## src/rtl/wp_unlock_pkg.sv

```systemverilog
package wp_unlock_pkg;
  localparam int N_STEPS = 3;

  typedef enum logic [1:0] {
    ST_IDLE  = 2'd0,
    ST_STEP1 = 2'd1,
    ST_STEP2 = 2'd2,
    ST_OPEN  = 2'd3
  } seq_state_t;
endpackage

```

## src/rtl/wp_key_match.sv

```systemverilog
module wp_key_match #(
  parameter int AW = 15,
  parameter int DW = 8,
  parameter logic [AW-1:0] KEY_ADDR = '0,
  parameter logic [DW-1:0] KEY_DATA = '0
) (
  input  logic [AW-1:0] addr,
  input  logic [DW-1:0] data,
  output logic          hit
);
  assign hit = (addr == KEY_ADDR) && (data == KEY_DATA);
endmodule

```

## src/rtl/wp_seq_fsm.sv

```systemverilog
module wp_seq_fsm
  import wp_unlock_pkg::*;
(
  input  logic               clk,
  input  logic               rst,
  input  logic               wr_stb,
  input  logic [N_STEPS-1:0] step_hit,
  input  logic               win_expired,
  output logic               permit_q,
  output logic               accept
);
  seq_state_t state_q, state_d;

  always_comb begin
    state_d = state_q;
    accept  = 1'b0;
    if (win_expired) begin
      state_d = ST_IDLE;
    end else if (wr_stb) begin
      case (state_q)
        ST_IDLE:  state_d = step_hit[0] ? ST_STEP1 : ST_IDLE;
        ST_STEP1: state_d = step_hit[1] ? ST_STEP2 : ST_IDLE;
        ST_STEP2: state_d = step_hit[2] ? ST_OPEN  : ST_IDLE;
        default: begin
          state_d = ST_OPEN;
          accept  = 1'b1;
        end
      endcase
    end
  end

  always_ff @(posedge clk) begin
    if (rst) begin
      state_q  <= ST_IDLE;
      permit_q <= 1'b0;
    end else begin
      state_q  <= state_d;
      permit_q <= (state_d == ST_OPEN);
    end
  end


  expiry_drops_permit_chk: assert property (@(posedge clk) disable iff (rst)
    win_expired |=> !permit_q);


  expiry_mid_seq_chk: assert property (@(posedge clk) disable iff (rst)
    (win_expired && state_q != ST_OPEN) |=> state_q == ST_IDLE);
endmodule

```

## src/rtl/wp_fwd_reg.sv

```systemverilog
module wp_fwd_reg #(
  parameter int AW = 15,
  parameter int DW = 8
) (
  input  logic          clk,
  input  logic          rst,
  input  logic          accept,
  input  logic [AW-1:0] addr,
  input  logic [DW-1:0] data,
  output logic          fwd_valid,
  output logic [AW-1:0] fwd_addr,
  output logic [DW-1:0] fwd_data
);
  always_ff @(posedge clk) begin
    if (rst) fwd_valid <= 1'b0;
    else     fwd_valid <= accept;
  end

  always_ff @(posedge clk) begin
    if (accept) begin
      fwd_addr <= addr;
      fwd_data <= data;
    end
  end
endmodule

```

## src/rtl/wp_unlock_seq.sv

```systemverilog
module wp_unlock_seq
  import wp_unlock_pkg::*;
#(
  parameter int AW = 15,
  parameter int DW = 8,
  parameter logic [N_STEPS*AW-1:0] KEY_ADDRS = {15'h5555, 15'h2AAA, 15'h5555},
  parameter logic [N_STEPS*DW-1:0] KEY_DATAS = {8'hA0, 8'h55, 8'hAA}
) (
  input  logic          clk,
  input  logic          rst,
  input  logic          wr_stb,
  input  logic [AW-1:0] wr_addr,
  input  logic [DW-1:0] wr_data,
  input  logic          win_expired,
  output logic          wr_permit,
  output logic          fwd_valid,
  output logic [AW-1:0] fwd_addr,
  output logic [DW-1:0] fwd_data
);
  logic [N_STEPS-1:0] step_hit;
  logic               accept;

  for (genvar i = 0; i < N_STEPS; i++) begin : g_key
    wp_key_match #(
      .AW(AW), .DW(DW),
      .KEY_ADDR(KEY_ADDRS[i*AW +: AW]),
      .KEY_DATA(KEY_DATAS[i*DW +: DW])
    ) i_match (
      .addr(wr_addr), .data(wr_data), .hit(step_hit[i])
    );
  end

  wp_seq_fsm i_fsm (
    .clk(clk), .rst(rst), .wr_stb(wr_stb), .step_hit(step_hit),
    .win_expired(win_expired), .permit_q(wr_permit), .accept(accept)
  );

  wp_fwd_reg #(.AW(AW), .DW(DW)) i_fwd (
    .clk(clk), .rst(rst), .accept(accept), .addr(wr_addr), .data(wr_data),
    .fwd_valid(fwd_valid), .fwd_addr(fwd_addr), .fwd_data(fwd_data)
  );


  fwd_follows_write_chk: assert property (@(posedge clk) disable iff (rst)
    (wr_stb && wr_permit && !win_expired) |=>
      (fwd_valid && fwd_addr == $past(wr_addr) && fwd_data == $past(wr_data)));


  fwd_needs_permit_chk: assert property (@(posedge clk) disable iff (rst)
    fwd_valid |-> $past(wr_permit));


  permit_rise_chk: assert property (@(posedge clk) disable iff (rst)
    $rose(wr_permit) |-> ($past(wr_stb) &&
      $past(wr_addr) == KEY_ADDRS[2*AW +: AW] &&
      $past(wr_data) == KEY_DATAS[2*DW +: DW]));


  expiry_wins_chk: assert property (@(posedge clk) disable iff (rst)
    (win_expired && wr_stb) |=> !fwd_valid);
endmodule

```

## config.mk

```make
export PLATFORM = sky130hd
export DESIGN_NAME = wp_unlock_seq
export DESIGN_NICKNAME = d
export VERILOG_FILES = /design/src/rtl/wp_unlock_pkg.sv /design/src/rtl/wp_key_match.sv /design/src/rtl/wp_seq_fsm.sv /design/src/rtl/wp_fwd_reg.sv /design/src/rtl/wp_unlock_seq.sv
export SDC_FILE = /design/constraint.sdc
export NUM_CORES = 1
export LEC_CHECK = 0
export BUFFER_PORTS_ARGS = -buffer_cell sky130_fd_sc_hd__buf_2
export CORE_MARGIN = 3
export CORE_UTILIZATION = 25
export CTS_BUF_LIST = sky130_fd_sc_hd__clkbuf_4 sky130_fd_sc_hd__clkbuf_8
export DETAILED_ROUTE_END_ITERATION = 16
export SETUP_SLACK_MARGIN = 0.2
export SLEW_MARGIN = 25
export SYNTH_ARGS = -nofsm -noshare
export SYNTH_HDL_FRONTEND = slang
export SYNTH_SLANG_ARGS = --single-unit
```

## constraint.sdc

```tcl
create_clock -name clk -period 2.9 [get_ports clk]
set_input_delay 0.29 -clock clk [delete_from_list [all_inputs] [get_ports clk]]
set_output_delay 0.29 -clock clk [all_outputs]
set_load 0.02 [all_outputs]
```

## Word-level counts from Yosys, hierarchy flattened

Index checks and enable logic that the tools add are counted.

- Flip-flop bits (word level): 27
- Output and inout port bits: 25
- Logic and storage cells: 27

- Equal/unequal tests: 8
- Mux-type cells: 9
- Reduce and logical (&&, ||, !) cells: 5

Operators with widths:

| kind | count |
|---|---|
| equality test 8 bit (second input constant) | 2 |
| equality test 15 x 14 -> 1 bit (second input constant) | 1 |
| equality test 15 bit (second input constant) | 1 |
| equality test 8 x 7 -> 1 bit (second input constant) | 1 |
| two-way mux 2 bit | 4 |
| one-hot mux 2 bit (3 select lines) | 1 |
| equality test 2 bit (second input constant) | 2 |
| two-way mux 1 bit | 4 |
| logical AND 1 bit | 3 |
| OR reduction 3 bit | 1 |
| equality test 2 x 1 -> 1 bit (second input constant) | 1 |
| logical NOT 2 bit | 1 |

## Logic depth before layout (Yosys ltp)

- Depth in word-level cells: 7
- Depth in mapped cells: 4

## Hierarchy

Synthesis repeated with hierarchy kept, for this count alone.

- Cells, all modules: 66
- Area total of the unflattened synthesis: 1,087.3 µm²

By module, submodules not included:

| module | instances | cells an instance | area an instance (µm²) |
|---|---|---|---|
| wp_fwd_reg | 1 | 25 | 724.4 |
| wp_key_match at g_key[1].i_match ... | 2 | 9 | 75.1 |
| wp_seq_fsm | 1 | 15 | 136.4 |
| wp_key_match at g_key[0].i_match | 1 | 8 | 76.3 |

## Worst setup path after synthesis

Ideal clock, no wire load.

- Path kind: register to register
- From: register i_fsm.state_q[1]
- To: register i_fwd.fwd_addr[0], enable pin
- Data arrival time: 2.102 ns
- Data required time: 2.468 ns
- Path slack: 0.366 ns
- Stages on the path, launching flop included: 3
- Path buffers: 0
- Clock period less this slack: 2.534 ns
- Path through: dfxtp_1 inv_1 nor3_1

- Longest elaborated chain between the ends: 5

RTL lines:

| what | RTL line | RTL |
|---|---|---|
| start, declared | wp_seq_fsm.sv:12 | `seq_state_t state_q, state_d;` |
| start signal, assigned | wp_seq_fsm.sv:37 | `state_q <= state_d;` |
| equality test 2 x 1 -> 1 bit, or another cell as far along | wp_seq_fsm.sv:20 | `case (state_q)` |
| OR reduction 3 bit (no line) (*) | -- |  |
| two-way mux 1 bit (*) | wp_seq_fsm.sv:20 |  |
| two-way mux 1 bit (*) | wp_seq_fsm.sv:19 | `end else if (wr_stb) begin` |
| two-way mux 1 bit (*) | wp_seq_fsm.sv:17 | `if (win_expired) begin` |
| named net accept | wp_unlock_seq.sv:21 | `logic accept;` |
| end signal, assigned | wp_fwd_reg.sv:21 | `fwd_addr <= addr;` |
| end, declared | wp_fwd_reg.sv:11 | `output logic [AW-1:0] fwd_addr,` |

The timed path passes the listed nets; every way through them passes the cells marked *.
A chain may end at the register's enable or synchronous reset.

## Worst setup path after layout

- From: register i_fsm.state_q[1]
- To: register i_fwd.fwd_addr[6], enable pin

The elaborated chain is that of the path after synthesis.

==> results.json <==
{
  "floorplan.die.width_um": 69.79,
  "finalWorstSetupSlack_ns": 1.294,
  "globalRoute.totalOverflow": 0,
  "syn_avg_cell_area_um2": 16.41,
  "clkLatencyLatePin_ns": 0.27,
  "cts-root-buf": "sky130_fd_sc_hd__clkbuf_8",
  "synth_top_area_share_pct": 67.90,
  "num-fill-cells": 390,
  "drt_iter0_markers": 35,
  "cts.repair.resized": 0,
  "critical_path.startpoint": "i_fsm.state_q[1]",
  "antenna_found_initial": 0,
  "rr_endpoint": "i_fwd.fwd_addr[6]",
  "period_share_pct": 55.38,
  "die_height_um": 69.79,
  "timing_worst_slew_pin_value_ns": 0.5440,
  "dpl_worst_slack_ns": 1.276,
  "yosys.area_share.adder_pct": 0,
  "synthDominantAreaCellType": "sky130_fd_sc_hd__edfxtp_1",
  "post_synth_inst_count": 62,
  "maxSlewViolCount": 0,
  "critical_path.reg2reg.startpoint": "i_fsm.state_q[1]",
  "dp_hpwl_um": 1878,
  "ys_seq_area_share_pct": 75.77,
  "timing.final.setup_violations": 0,
  "synthSimpleGateAreaFrac_pct": 18.08,
  "p_leak_uw": 0.0005394,
  "grt_pass1_wl_um": 3594,
  "crit_arrival_ns": 1.58,
  "clock_tree.htree_level_count": 1,
  "diodes": 0,
  "pin_count": 52,
  "synthToLayoutAreaGrowth_pct": 37.76,
  "mostFrequentLayoutCell": "sky130_fd_sc_hd__buf_2",
  "route.vias.total": 774,
  "synth.net_count": 89,
  "grtUsageTotal_pct": 9.264,
  "ys.warnings.count": 0,
  "maxCapViolations": 0,
  "cts_hold_repair.buffers": 0,
  "crit_end": "i_fwd.fwd_addr[6]",
  "cts_buffers": 3,
  "final.setup.tns_ns": 0,
  "status": "complete, no violations",
  "grt_setup_unrepaired": "false",
  "fp.dieArea_mm2": 0.004870,
  "design.final.nets": 147,
  "end_kind": "flop",
  "timing.slew.headroom_pct": 63.53,
  "power_density_mw_per_mm2": 479.9,
  "totalWireLength_um": 2284,
  "max_freq_ghz": 0.6227,
  "cp_data_required_time_ns": 2.88,
  "routedWlPerCell_um": 13.68,
  "synth_seq_cells": 27,
  "core_area_mm2": 0.003799,
  "core_rows": 22,
  "number_of_nets_with_antenna_violations_after_detailed_routing": 0,
  "post_route_cells_drive_above_1_share_pct": 50.42,
  "first_pass_iters": 4,
  "gp_congestion": 0.7911,
  "reg2reg_setup_slack_ns": 1.29,
  "initial_core_util_pct": 26.78,
  "mostFrequentLayoutCells": "sky130_fd_sc_hd__buf_2 (51), sky130_fd_sc_hd__edfxtp_1 (23), sky130_fd_sc_hd__nor4bb_1 (6)",
  "hold_violations": 0,
  "drc_errors": 0,
  "cts_post_setup_buffers_inserted": 0,
  "xor_xnor_share_of_the_synthesized_area_pct": 0,
  "vias_per_cell": 4.635,
  "yosys-mux-area-fraction_pct": 0,
  "worstPathMaxFanout": 11,
  "port_buffers": 51,
  "tritoncts_num_sinks": 27,
  "yosys.cell_types.count": 25,
  "synth_compound_area_share_pct": 5.412,
  "worstRegToRegCells": 3,
  "timing.hold.worst.class": "in -> reg",
  "timing_worst_setup_path_type": "reg -> reg",
  "clk_pin_slew_worst_paths_ns": 0.09,
  "synth_top_family_by_area": "simple AND/OR/NAND/NOR gates",
  "synth.top_cells.by_area": "sky130_fd_sc_hd__edfxtp_1 (68%), sky130_fd_sc_hd__dfxtp_1 (7.9%), sky130_fd_sc_hd__nor4bb_1 (5.9%)",
  "cts_buffer_depth": 2,
  "clock_tree_from_tritoncts": "done",
  "grt_start_max_net_pins": 15,
  "clock_skew_ns": 0.003529,
  "final_period_minus_worst_setup_slack_ns": 1.606,
  "grt_pass1_vias": 777,
  "syn_area_mm2": 0.001017,
  "worst_ir_drop_vdd_v": 0.0001557,
  "critPathLaunchType": "flop"
}
==> cell families after synthesis <==
| family | Yosys count |
|---|---|
| AO/OA/AOI/OAI | 8 |
| buffers and inverters | 2 |
| flip-flops | 27 |
| AND/OR/NAND/NOR | 25 |
==> sequential cells by signal, indices dropped and copies added (netlist names) <==
name and count:
i_fsm.permit_q 1, i_fwd.fwd_data 8, i_fsm.state_q 2, i_fwd.fwd_addr 15, i_fwd.fwd_valid 1
==> worst min-delay path by stage <==
stage / cells past startpoint / startpoint / slack, ns / endpoint
after floorplan: 1 / win_expired / 0.36 / i_fsm.permit_q
after global placement: 1 / wr_addr[6] / 0.49 / i_fwd.fwd_addr[6]
after detailed placement: 1 / wr_addr[6] / 0.49 / i_fwd.fwd_addr[6]
after CTS: 1 / wr_addr[6] / 0.22 / i_fwd.fwd_addr[6]
after global routing: 1 / wr_addr[6] / 0.21 / i_fwd.fwd_addr[6]
final: 1 / wr_addr[6] / 0.22 / i_fwd.fwd_addr[6]
==> through the flow <==
step | std cells | power (uW) | utilization, % | hold slack (ns) | area [um2]
floorplan | 62 | 437.5 | - | 0.3609 | 1017
global placement | 163 | 467.1 | 35.61 | 0.4922 | 1353
detailed placement | 163 | 467.5 | 35.61 | 0.4936 | 1353
CTS | 167 | 675.1 | 36.89 | 0.2152 | 1401
global route | 167 | 698.6 | 36.89 | 0.2064 | 1401
finish | 167 | 672.4 | 36.89 | 0.2152 | 1401
==> per-layer routing <==
layer | GRT usage (%) | vias to the layer above | wire, um
met5 | 0 | - | 0
met4 | 4.468 | 0 | 42
met3 | 2.754 | 5 | 154
met2 | 15.74 | 30 | 1160
met1 | 10.55 | 370 | 926
li1 | - | 369 | -
==> cells in the mapped netlist, drive strengths merged <==
master,n
and4,1
nand3,2
edfxtp,23
nor2b,1
nand2,3
a21boi,1
and4b,1
nor4bb,6
o21ai,1
nor2,1
o21a,1
a41oi,1
dfxtp,4
inv,2
nand4,1
nor4,4
nand2b,1
nor3,2
a31oi,1
nor4b,1
and3,1
o22ai,2
o211ai,1
==> power breakdown <==
part | internal [uW] | switching, uW | leakage (uW)
logic | 18.9 | 19.6 | 0.000274
registers | 420 | 0.000000990 | 0.000239
clock network | 108 | 107 | 0.0000262
==> worst max-delay path, cell delays in order, from the launching register on <==
cell and delay [ns]:
sky130_fd_sc_hd__dfxtp_1 0.40, sky130_fd_sc_hd__inv_1 0.12, sky130_fd_sc_hd__nor3_2 0.50, sky130_fd_sc_hd__buf_4 0.30
==> cell type report <==
| type | count | area [um2] | area share (%) |
|---|---|---|---|
| clock buffer | 4 | 48.80 | 3.482 |
| inverter | 2 | 7.507 | 0.5357 |
| multi-input combinational | 33 | 244.0 | 17.41 |
| sequential | 27 | 770.7 | 55.00 |
| tap | 48 | 60.06 | 4.286 |
| timing repair buffer | 53 | 270.3 | 19.29 |
Note: power is estimated with default switching activity, not from simulation.
